**src/rtl/intc_regwin_pkg.sv**
```systemverilog
package intc_regwin_pkg;
  localparam logic [7:0]  OFS_INDEX  = 8'h00;
  localparam logic [7:0]  OFS_WINDOW = 8'h10;
  localparam logic [7:0]  OFS_EOI    = 8'h40;
  localparam logic [7:0]  IX_ID      = 8'h00;
  localparam logic [7:0]  IX_VER     = 8'h01;
  localparam logic [7:0]  IX_ARB     = 8'h02;
  localparam logic [7:0]  IX_TBASE   = 8'h10;
  localparam logic [63:0] ENT_RW     = 64'hFFFF_0000_0001_AFFF;
  localparam logic [63:0] ENT_RESET  = 64'h0000_0000_0001_0000;
  localparam int          B_DSTAT    = 12;
  localparam int          B_RIRR     = 14;
  localparam int          B_TRIG     = 15;
  localparam int          ID_LSB     = 24;
  localparam int          ID_W       = 4;
  localparam int          MAXENT_LSB = 16;
endpackage

```
**src/rtl/intc_decode.sv**
```systemverilog
module intc_decode
  import intc_regwin_pkg::*;
#(
  parameter int ADDR_W = 12,
  parameter int NPINS  = 24,
  localparam int ENT_W = (NPINS > 1) ? $clog2(NPINS) : 1
) (
  input  logic [ADDR_W-1:0] addr,
  input  logic [2:0]        size,
  input  logic [7:0]        index,
  output logic              hit_index,
  output logic              hit_window,
  output logic              hit_eoi,
  output logic              word_ok,
  output logic              sel_id,
  output logic              sel_ver,
  output logic              sel_arb,
  output logic              sel_entry,
  output logic [ENT_W-1:0]  entry_num,
  output logic              upper_half
);
  localparam int TOP_IX = 16 + 2 * NPINS;
  logic [7:0] low_addr;
  logic [7:0] rel;

  always_comb begin
    low_addr   = addr[7:0];
    hit_index  = (low_addr == OFS_INDEX);
    hit_window = (low_addr == OFS_WINDOW);
    hit_eoi    = (low_addr == OFS_EOI);
    word_ok    = (size == 3'd4);
    sel_id     = (index == IX_ID);
    sel_ver    = (index == IX_VER);
    sel_arb    = (index == IX_ARB);
    rel        = index - IX_TBASE;
    sel_entry  = (index >= IX_TBASE) && (int'(index) < TOP_IX);
    entry_num  = rel[ENT_W:1];
    upper_half = index[0];
  end
endmodule

```
**src/rtl/intc_redir_table.sv**
```systemverilog
module intc_redir_table
  import intc_regwin_pkg::*;
#(
  parameter int NPINS = 24
) (
  input  logic                   clk,
  input  logic                   rst,
  input  logic [NPINS-1:0]       we,
  input  logic                   upper,
  input  logic [31:0]            wdata,
  input  logic [NPINS-1:0]       rirr_set,
  output logic [NPINS-1:0][63:0] tbl
);
  for (genvar g = 0; g < NPINS; g++) begin : g_ent
    logic [63:0] merged;
    logic [63:0] next_e;

    always_comb begin
      merged = upper ? {wdata, tbl[g][31:0]} : {tbl[g][63:32], wdata};
      next_e = (merged & ENT_RW) | (tbl[g] & ~ENT_RW);
      if (!next_e[B_TRIG]) next_e[B_RIRR] = 1'b0;
    end

    always_ff @(posedge clk) begin
      if (rst) begin
        tbl[g] <= ENT_RESET;
      end else begin
        if (we[g]) tbl[g] <= next_e | ({63'd0, rirr_set[g]} << B_RIRR);
        else if (rirr_set[g]) tbl[g][B_RIRR] <= 1'b1;
      end
    end

    // delivery status survives a write
    p_dstat_kept_r7: assert property (@(posedge clk) disable iff (rst)
      we[g] |=> tbl[g][B_DSTAT] == $past(tbl[g][B_DSTAT]));
    // edge entries leave a write with remote IRR clear
    p_edge_clears_rirr_r8: assert property (@(posedge clk) disable iff (rst)
      (we[g] && !rirr_set[g]) |=> (tbl[g][B_TRIG] || !tbl[g][B_RIRR]));
    // reserved bits never become set
    p_reserved_zero_r7: assert property (@(posedge clk) disable iff (rst)
      we[g] |=> tbl[g][47:17] == 31'd0);
  end
endmodule

```
**src/rtl/intc_regwin.sv**
```systemverilog
module intc_regwin
  import intc_regwin_pkg::*;
#(
  parameter int         ADDR_W  = 12,
  parameter int         NPINS   = 24,
  parameter logic [7:0] VERSION = 8'h20
) (
  input  logic                   clk,
  input  logic                   rst,
  input  logic [ADDR_W-1:0]      bus_addr,
  input  logic [2:0]             bus_size,
  input  logic                   bus_wr,
  input  logic                   bus_rd,
  input  logic [31:0]            bus_wdata,
  output logic [31:0]            bus_rdata,
  input  logic [NPINS-1:0]       rirr_set,
  output logic [NPINS-1:0][63:0] tbl_out,
  output logic                   rescan,
  output logic                   eoi_pulse,
  output logic [7:0]             eoi_vector
);
  localparam int  ENT_W    = (NPINS > 1) ? $clog2(NPINS) : 1;
  localparam bit  EOI_ON   = (VERSION == 8'h20);
  localparam logic [7:0] MAXENT = 8'(NPINS - 1);

  initial begin
    // only the two supported versions
    p_version_ok_r11: assert (VERSION == 8'h11 || VERSION == 8'h20);
  end

  logic [7:0]       index_q;
  logic [ID_W-1:0]  id_q;
  logic             hit_index, hit_window, hit_eoi, word_ok;
  logic             sel_id, sel_ver, sel_arb, sel_entry, upper_half;
  logic [ENT_W-1:0] entry_num;
  logic [NPINS-1:0] ent_we;
  logic             win_wr;
  logic [31:0]      rd_val;
  logic [63:0]      rd_ent;

  intc_decode #(.ADDR_W(ADDR_W), .NPINS(NPINS)) u_dec (
    .addr(bus_addr), .size(bus_size), .index(index_q),
    .hit_index(hit_index), .hit_window(hit_window), .hit_eoi(hit_eoi),
    .word_ok(word_ok), .sel_id(sel_id), .sel_ver(sel_ver), .sel_arb(sel_arb),
    .sel_entry(sel_entry), .entry_num(entry_num), .upper_half(upper_half)
  );

  assign win_wr = bus_wr && hit_window && word_ok;

  always_comb begin
    ent_we = '0;
    if (win_wr && sel_entry) ent_we[entry_num] = 1'b1;
  end

  intc_redir_table #(.NPINS(NPINS)) u_tbl (
    .clk(clk), .rst(rst), .we(ent_we), .upper(upper_half),
    .wdata(bus_wdata), .rirr_set(rirr_set), .tbl(tbl_out)
  );

  always_comb begin
    rd_ent = sel_entry ? tbl_out[entry_num] : 64'd0;
    rd_val = 32'd0;
    if (hit_index) begin
      rd_val = {24'd0, index_q};
    end else if (hit_window && word_ok) begin
      if (sel_id || sel_arb)  rd_val = {4'd0, id_q, 24'd0};
      else if (sel_ver)       rd_val = {8'd0, MAXENT, 8'd0, VERSION};
      else if (sel_entry)     rd_val = upper_half ? rd_ent[63:32] : rd_ent[31:0];
    end
  end

  always_ff @(posedge clk) begin
    if (rst) begin
      index_q    <= 8'd0;
      id_q       <= '0;
      bus_rdata  <= 32'd0;
      rescan     <= 1'b0;
      eoi_pulse  <= 1'b0;
      eoi_vector <= 8'd0;
    end else begin
      if (bus_wr && hit_index) index_q <= bus_wdata[7:0];
      if (win_wr && sel_id) id_q <= bus_wdata[ID_LSB +: ID_W];
      if (bus_rd) bus_rdata <= rd_val;
      rescan    <= win_wr && sel_entry;
      eoi_pulse <= EOI_ON && bus_wr && hit_eoi && word_ok;
      if (EOI_ON && bus_wr && hit_eoi && word_ok) eoi_vector <= bus_wdata[7:0];
    end
  end

  // narrow window reads return zero
  p_narrow_read_zero_r3: assert property (@(posedge clk) disable iff (rst)
    (bus_rd && !bus_wr && bus_addr[7:0] == OFS_WINDOW && bus_size != 3'd4) |=> bus_rdata == 32'd0);
  // rescan only follows a write
  p_rescan_after_write_r9: assert property (@(posedge clk) disable iff (rst)
    rescan |-> $past(bus_wr));
  // strobe only after a full-word EOI write
  p_eoi_source_r10: assert property (@(posedge clk) disable iff (rst)
    eoi_pulse |-> $past(bus_wr && bus_addr[7:0] == OFS_EOI && bus_size == 3'd4));
  // read data holds when no read is requested
  p_rdata_hold_r12: assert property (@(posedge clk) disable iff (rst)
    !bus_rd |=> $stable(bus_rdata));
endmodule

```
**config.mk**
```make
export PLATFORM = sky130hd
export DESIGN_NAME = intc_regwin
export DESIGN_NICKNAME = d
export VERILOG_FILES = /design/src/rtl/intc_regwin_pkg.sv /design/src/rtl/intc_decode.sv /design/src/rtl/intc_redir_table.sv /design/src/rtl/intc_regwin.sv
export SDC_FILE = /design/constraint.sdc
export NUM_CORES = 2
export LEC_CHECK = 0
export ABC_AREA = 0
export BUFFER_PORTS_ARGS = -buffer_cell sky130_fd_sc_hd__buf_2
export CAP_MARGIN = 20
export CORE_AREA = 2 2 642 644
export DETAILED_ROUTE_END_ITERATION = 16
export DIE_AREA = 0 0 644 646
export PLACE_DENSITY = 0.3
export SYNTH_ARGS = -nofsm -noshare
export SYNTH_HDL_FRONTEND = slang
export SYNTH_SLANG_ARGS = --single-unit
```
**constraint.sdc**
```tcl
create_clock -name clk -period 4.8 [get_ports clk]
set_input_delay 0 -clock clk [delete_from_list [all_inputs] [get_ports clk]]
set_output_delay 0 -clock clk [all_outputs]
set_load 0.005 [all_outputs]
```
=== Word-level counts from Yosys, hierarchy flattened ===
Index checks and enable logic that the tools add are counted.

* Register bits: 1590
* Input port bits: 75
* Output and inout bits: 1578

* Add/sub/neg operators: 1
* Order comparisons: 4
* Equal/unequal tests: 5
* Mux-type cells: 107
* Bitwise gates (word level): 48
* Reduce and logical (&&, ||, !) cells: 37

{| class="wikitable"
|+ Operator list
! kind !! count
|-
| two-way mux 64 bit || 25
|-
| OR 64 x 15 -> 64 bit || 24
|-
| OR 64 x 48 -> 64 bit || 24
|-
| binary-select mux 64 bit (select 5 bit) || 1
|-
| two-way mux 32 bit || 6
|-
| two-way mux 1 bit || 73
|-
| nonzero test 2 bit || 24
|-
| two-way mux 24 bit || 1
|-
| zero test 8 bit || 2
|-
| logical AND 1 bit || 10
|-
| equality test 8 x 1 -> 1 bit (second input constant) || 1
|-
| equality test 8 x 2 -> 1 bit (second input constant) || 1
|-
| equality test 8 x 5 -> 1 bit (second input constant) || 1
|-
| equality test 8 x 7 -> 1 bit (second input constant) || 1
|-
| >= comparator 8 x 5 -> 1 bit (second input constant) || 1
|-
| < comparator 8 x 7 -> 1 bit (second input constant) || 1
|-
| < comparator 5 x 6 -> 1 bit (second input constant) || 1
|-
| subtractor 6 x 5 -> 6 bit (second input constant) || 1
|-
| demux 1 bit (select 5 bit) || 1
|-
| >= comparator 5 x 1 -> 1 bit (second input constant) || 1
|-
| equality test 3 bit (second input constant) || 1
|-
| logical OR 1 bit || 1
|}

=== Logic depth before layout (Yosys ltp) ===
* Depth in word-level cells: 9
* Depth in mapped cells: 12
* Mapped depth without buffers: 7

=== By module ===
Synthesis repeated with hierarchy kept, for this count alone.

* Cell total of the unflattened synthesis: 5514
* Area total of the unflattened synthesis: 47840.9 um^2

{| class="wikitable"
|+ By module, submodules not included
! module !! instances !! cells an instance !! area each (um^2) !! seq. area each (um^2)
|-
| intc_redir_table || 1 || 4223 || 33150.5 || 15374.7
|-
| intc_regwin || 1 || 1267 || 14493.9 || 1081.0
|-
| intc_decode || 1 || 24 || 196.4 || 0.0
|}

=== Worst setup path before layout ===
No wires, ideal clock.

* Kind: reg2reg
* From: register index_q[4]
* To: register u_tbl.tbl[1476] (netlist bit)
* Arrival: 3554 ps
* Setup slack: 1174 ps
* Cell stages (with the launch flop): 13
* Path buffers: 5
* Cells stage by stage: dfxtp_1 > clkbuf_1 > inv_2 > buf_1 > buf_1 > ha_1 > inv_1 > a31oi_1 > nor4_2 > buf_4 > nand2_1 > buf_2 > mux2i_1

* Longest elaborated chain between the ends: 6
* Elaborated cells between the ends (all ways): 11
* Those cells by class: add/sub: 1; order compare: 4; mux: 3; reduce/logical: 3

{| class="wikitable"
|+ RTL lines
! item !! RTL line !! RTL
|-
| start, declared || intc_regwin.sv:31 || <nowiki>logic [7:0] index_q;</nowiki>
|-
| start signal, assigned || intc_regwin.sv:81 || <nowiki>if (bus_wr && hit_index) index_q <= bus_wdata[7:0];</nowiki>
|-
| subtractor 6 x 5 -> 6 bit || intc_decode.sv:35 || <nowiki>rel = index - IX_TBASE;</nowiki>
|-
| < comparator 5 x 6 -> 1 bit (implied by the code) / >= comparator 5 x 1 -> 1 bit (equally long branches) || intc_regwin.sv:52 || <nowiki>if (win_wr && sel_entry) ent_we[entry_num] = 1'b1;</nowiki>
|-
| logical AND 1 bit (implied by the code) || intc_regwin.sv:52 ||
|-
| two-way mux 1 bit (implied by the code) || intc_regwin.sv:52 ||
|-
| demux 1 bit (select 5 bit) || intc_regwin.sv:52 ||
|-
| two-way mux 24 bit * || intc_regwin.sv:52 ||
|-
| end signal, assigned by index || intc_redir_table.sv:28 || <nowiki>if (we[g]) tbl[g] <= next_e | ({63'd0, rirr_set[g]} << B_RIRR);</nowiki>
|-
| end, declared || intc_redir_table.sv:12 || <nowiki>output logic [NPINS-1:0][63:0] tbl</nowiki>
|}

Every way passes the cells marked *; elsewhere a longest branch is shown, timed or not.
A chain may end at the register's enable or synchronous reset.

=== Worst setup path after layout ===
* From: input bus_size[1]
* To: register id_q[1]

* Longest elaborated chain between the ends: 3

{| class="wikitable"
|+ RTL lines
! item !! RTL line !! RTL
|-
| start, declared || intc_regwin.sv:11 || <nowiki>input logic [2:0] bus_size,</nowiki>
|-
| equality test 3 bit || intc_decode.sv:31 || <nowiki>word_ok = (size == 3'd4);</nowiki>
|-
| logical AND 1 bit || intc_regwin.sv:48 || <nowiki>assign win_wr = bus_wr && hit_window && word_ok;</nowiki>
|-
| logical AND 1 bit || intc_regwin.sv:82 || <nowiki>if (win_wr && sel_id) id_q <= bus_wdata[ID_LSB +: ID_W];</nowiki>
|-
| end signal, assigned || intc_regwin.sv:82 ||
|-
| end, declared || intc_regwin.sv:32 || <nowiki>logic [ID_W-1:0] id_q;</nowiki>
|}

Every way passes these cells.

==> metrics.md <==
| Metric | Value |
|---|---|
| Peak VDD IR | 0.3479 mV |
| Multi-input gate area | 23160 sq um |
| Final #Nets | 5191 |
| Placed cell areas | ~52000 sq um |
| Hold Vio Cnt, Final | 0 |
| Setup CP Type | input pin to register |
| Commonest non-fill, non-tap cell in the layout | buf_2 |
| Vias/cell | 3.073 |
| Reg2reg path depth | 7 |
| Mapped Cells | 4162 |
| Site Rows | 235 |
| Post-synth EDFFs | 0 |
| Number of setup buffers added after CTS | 0 |
| Dpl cells | 10300 |
| Starting DRC count in detailed routing | roughly 1600 |
| Most frequent cells in the layout | buf_2 (880), dfxtp_1 (817), mux2i_1 (784) |
| Power after layout | 0.01682 W |
| Die Ht | roughly 650 microns |
| WP data arrival | 4.78 ns |
| Cell Area, Synth | 43760 sq um |
| Clock latency on the worst-skew pair | 0.93 ns |
| Met1 wire length | 94400 microns |
| Synthesized area per cell | 10.51 sq um |
| Root buffer cell | clkbuf_16 |
| Io pins | 1653 |
| Final wirelength | 270100 microns |
| Critical Path Max Stage Delay | just under 0.9 ns |
| CTS tree | done |
| Setup TNS | 0 ns |
| Resized Gates After CTS | 0 |
| Top sig layer | met5 |
| Tmin final | a little over 4 ns |
| Pwr Density | roughly 290 nW/um^2 |
| Critical Path, Cell by Cell | dlygate4sd3_1 -> buf_2 -> or3b_2 -> dlygate4sd3_1 -> buf_4 -> or3_1 -> nor3_2 -> mux2i_1 -> dlygate4sd3_1 -> nor2_1 -> dlygate4sd3_1 |
| First-pass GRT wire length | roughly 340000 microns |
| Num CTS Buffers | 123 |
| DPL Wire Length | 209200 microns |
| Measured slew at the worst slew-check pin | 1.078 ns |
| Residual DRC | 0 |
| First-pass DRT Iterations | 5 |
| FF+latch count, synth | 822 |
| Clk_skew | 0.1210 ns |
| Critical path launch point type | input pin |
| Max-slew violations | 0 |
| WHS Path Cells | 7 |
| GR Overflow Total | 0 |
| WL met2 | about 150000 microns |
| Full die area | about 420000 sq um |
| Number of H-tree levels | 3 |
| Core Box Area | between 400000 and 500000 sq um |
| Status | finished, final reports clean |
| Leak | 27.07 nW |
| Distinct cells, synth | 58 |
| Critical Path End | id_q[1] |
| Vias | 32760 |
| Finished Layout Cells | 10660 |
| WL met3 | 16980 microns |
| Critical-path top delay cell | nor3_2 |
| Clk sinks | 822 |
| Register area share after synthesis | a little under two fifths |
| Global-route usage over all layers | 12.41% |
| Number of I/O port buffers | about 880 |
| Clock Pin Slew Worst Setup and Hold Paths | 0.06 ns |
| R2R Path Start | index_q[4] |
| Vias in the first global route | approximately 32000 |
| Initial antenna violation count | 17 |
| Unrepaired setup endpoints after global routing | false |
| Fill cell count | 46370 |
| Routed len/inst | 25.33 microns |
| Layout cell share with drive strength beyond 1 | 28.48% |
| Req. time, crit path | 5.52 ns |
| GPL Wtd Cong | 0.7519 |
| Ys Warns | 0 |
| Fin crit share | 84.71% |
| Most used cell, CP | dlygate4sd3_1 |
| Worst Path Max Fanout | 11 |
| Routed Antenna Nets | 0 |
| Max-cap viol count | 0 |
| Primary FF master, synth | dfxtp_1 |
| Area Growth Syn to Fin | 31.13% |
| R2r endpoint | bus_rdata[5] |
| Largest net degree at the start of global routing | 118 |
| Final setup vio count | 0 |
| Highest clock rate | roughly 250 MHz |
| Flip-flop and latch area | roughly 16000 sq um |
| Flop2flop setup slack | approximately 1.0 ns |
| CP endpoint kind | register |
| Final instance area | 57380 sq um |
| Starting Density | a little over a tenth |
| Max-slew headroom | approximately 28% |
| Setup crit start | bus_size[1] |
| Clock Tree Buf Depth | 4 |
| Post-synth ARST share | 0% |
| DIE WIDTH | 644 microns |
| Worst hold-check path type | input pin to register |
-- metal layers --
metal | vias to the layer above | global-route usage [%]
met5 | - | 0
met4 | 6 | 3.181
met3 | 220 | 3.269
met2 | 1231 | 24.77
met1 | 16590 | 12.53
li1 | 14710 | -
-- synth_stat cells (all sizes together), types with 21 or more instances --
master	number	area, sq um
a31oi	29	181.4
nand4	23	143.9
nor3	23	120.1
nand2	65	361.6
a21oi	52	260.3
nand3	29	210.2
mux2i	784	7848
o21ai	21	105.1
clkbuf	225	844.6
nor4	22	186.4
dfxtp	822	16460
nor2	108	405.4
a211oi	26	195.2
nand2b	716	4479
mux4	205	4617
buf	861	6238
-- per-stage QoR --
step	util (%)	setup WS, ns	hold slack [ns]
floorplan	-	1.174	0.1174
global placement	12.72	0.8355	0.2142
detailed placement	12.72	0.7821	0.2158
CTS	14.03	0.8844	0.002268
global route	14.03	0.6638	0.06037
finish	14.04	0.7339	0.09328
-- kinds of logic (layout without fill, tap and decap cells) --
| logic type | Yosys count | in the layout | share of synthesized area, % |
|---|---|---|---|
| buffers and inverters | 1104 | 1376 | 16.34 |
| and+or+nand+nor | 1051 | 1051 | 14.53 |
| muxes | 1000 | 1000 | 28.77 |
| DFF | 822 | 822 | 37.60 |
| AOI/OAI and AO/OA | 180 | 180 | 2.633 |
| adders and majority gates | 4 | 4 | 0.1144 |
| other | 1 | 778 | 0.008569 |
-- critical path: cells and delay by family --
kind | cells | cell delay (ns)
buf+inv | 6 | 2.61
simple gates | 4 | 1.87
mux | 1 | 0.27
-- state kept, by name, summed over array words and instances (netlist names) --
name	count
u_tbl.tbl	768
bus_rdata	32
eoi_vector	8
index_q	8
id_q	4
eoi_pulse	1
rescan	1
-- report_power, final --
part | internal (W) | switching (W) | total, W
combinational | 0.000246 | 0.000566 | 0.000812
clock | 0.00533 | 0.00383 | 0.00916
sequential | 0.00684 | 0.0000131 | 0.00685
-- how the worst min path moves through the flow --
stage                       from              end  slack [ns]
CTS                  bus_addr[3]    eoi_vector[3]       0.002
floorplan           rirr_set[16]  u_tbl.tbl[1038]        0.12
global placement     rirr_set[5]   u_tbl.tbl[334]        0.21
global route         bus_addr[3]    eoi_vector[3]        0.06
finish               bus_addr[3]    eoi_vector[3]        0.09
detailed placement  rirr_set[17]  u_tbl.tbl[1102]        0.22
-- area by class of cell --
cell class                 count  share of cell area [%]
inverter                      18                  0.1221
timing repair buffer        1144                   12.01
multi-input combinational   3003                   40.37
sequential                   822                   28.70
tap                         5451                   11.89
clock buffer                 175                   6.140
antenna                       10                 0.04361
clock inverter                39                  0.7283
-- timing repair --
| action | in CTS | in global routing |
|---|---|---|
| hold endpoints to repair | 634 | 0 |
| hold buffers | 141 | 0 |
| setup endpoints to repair | 0 | 0 |
Power figures use the tool's default switching activity.
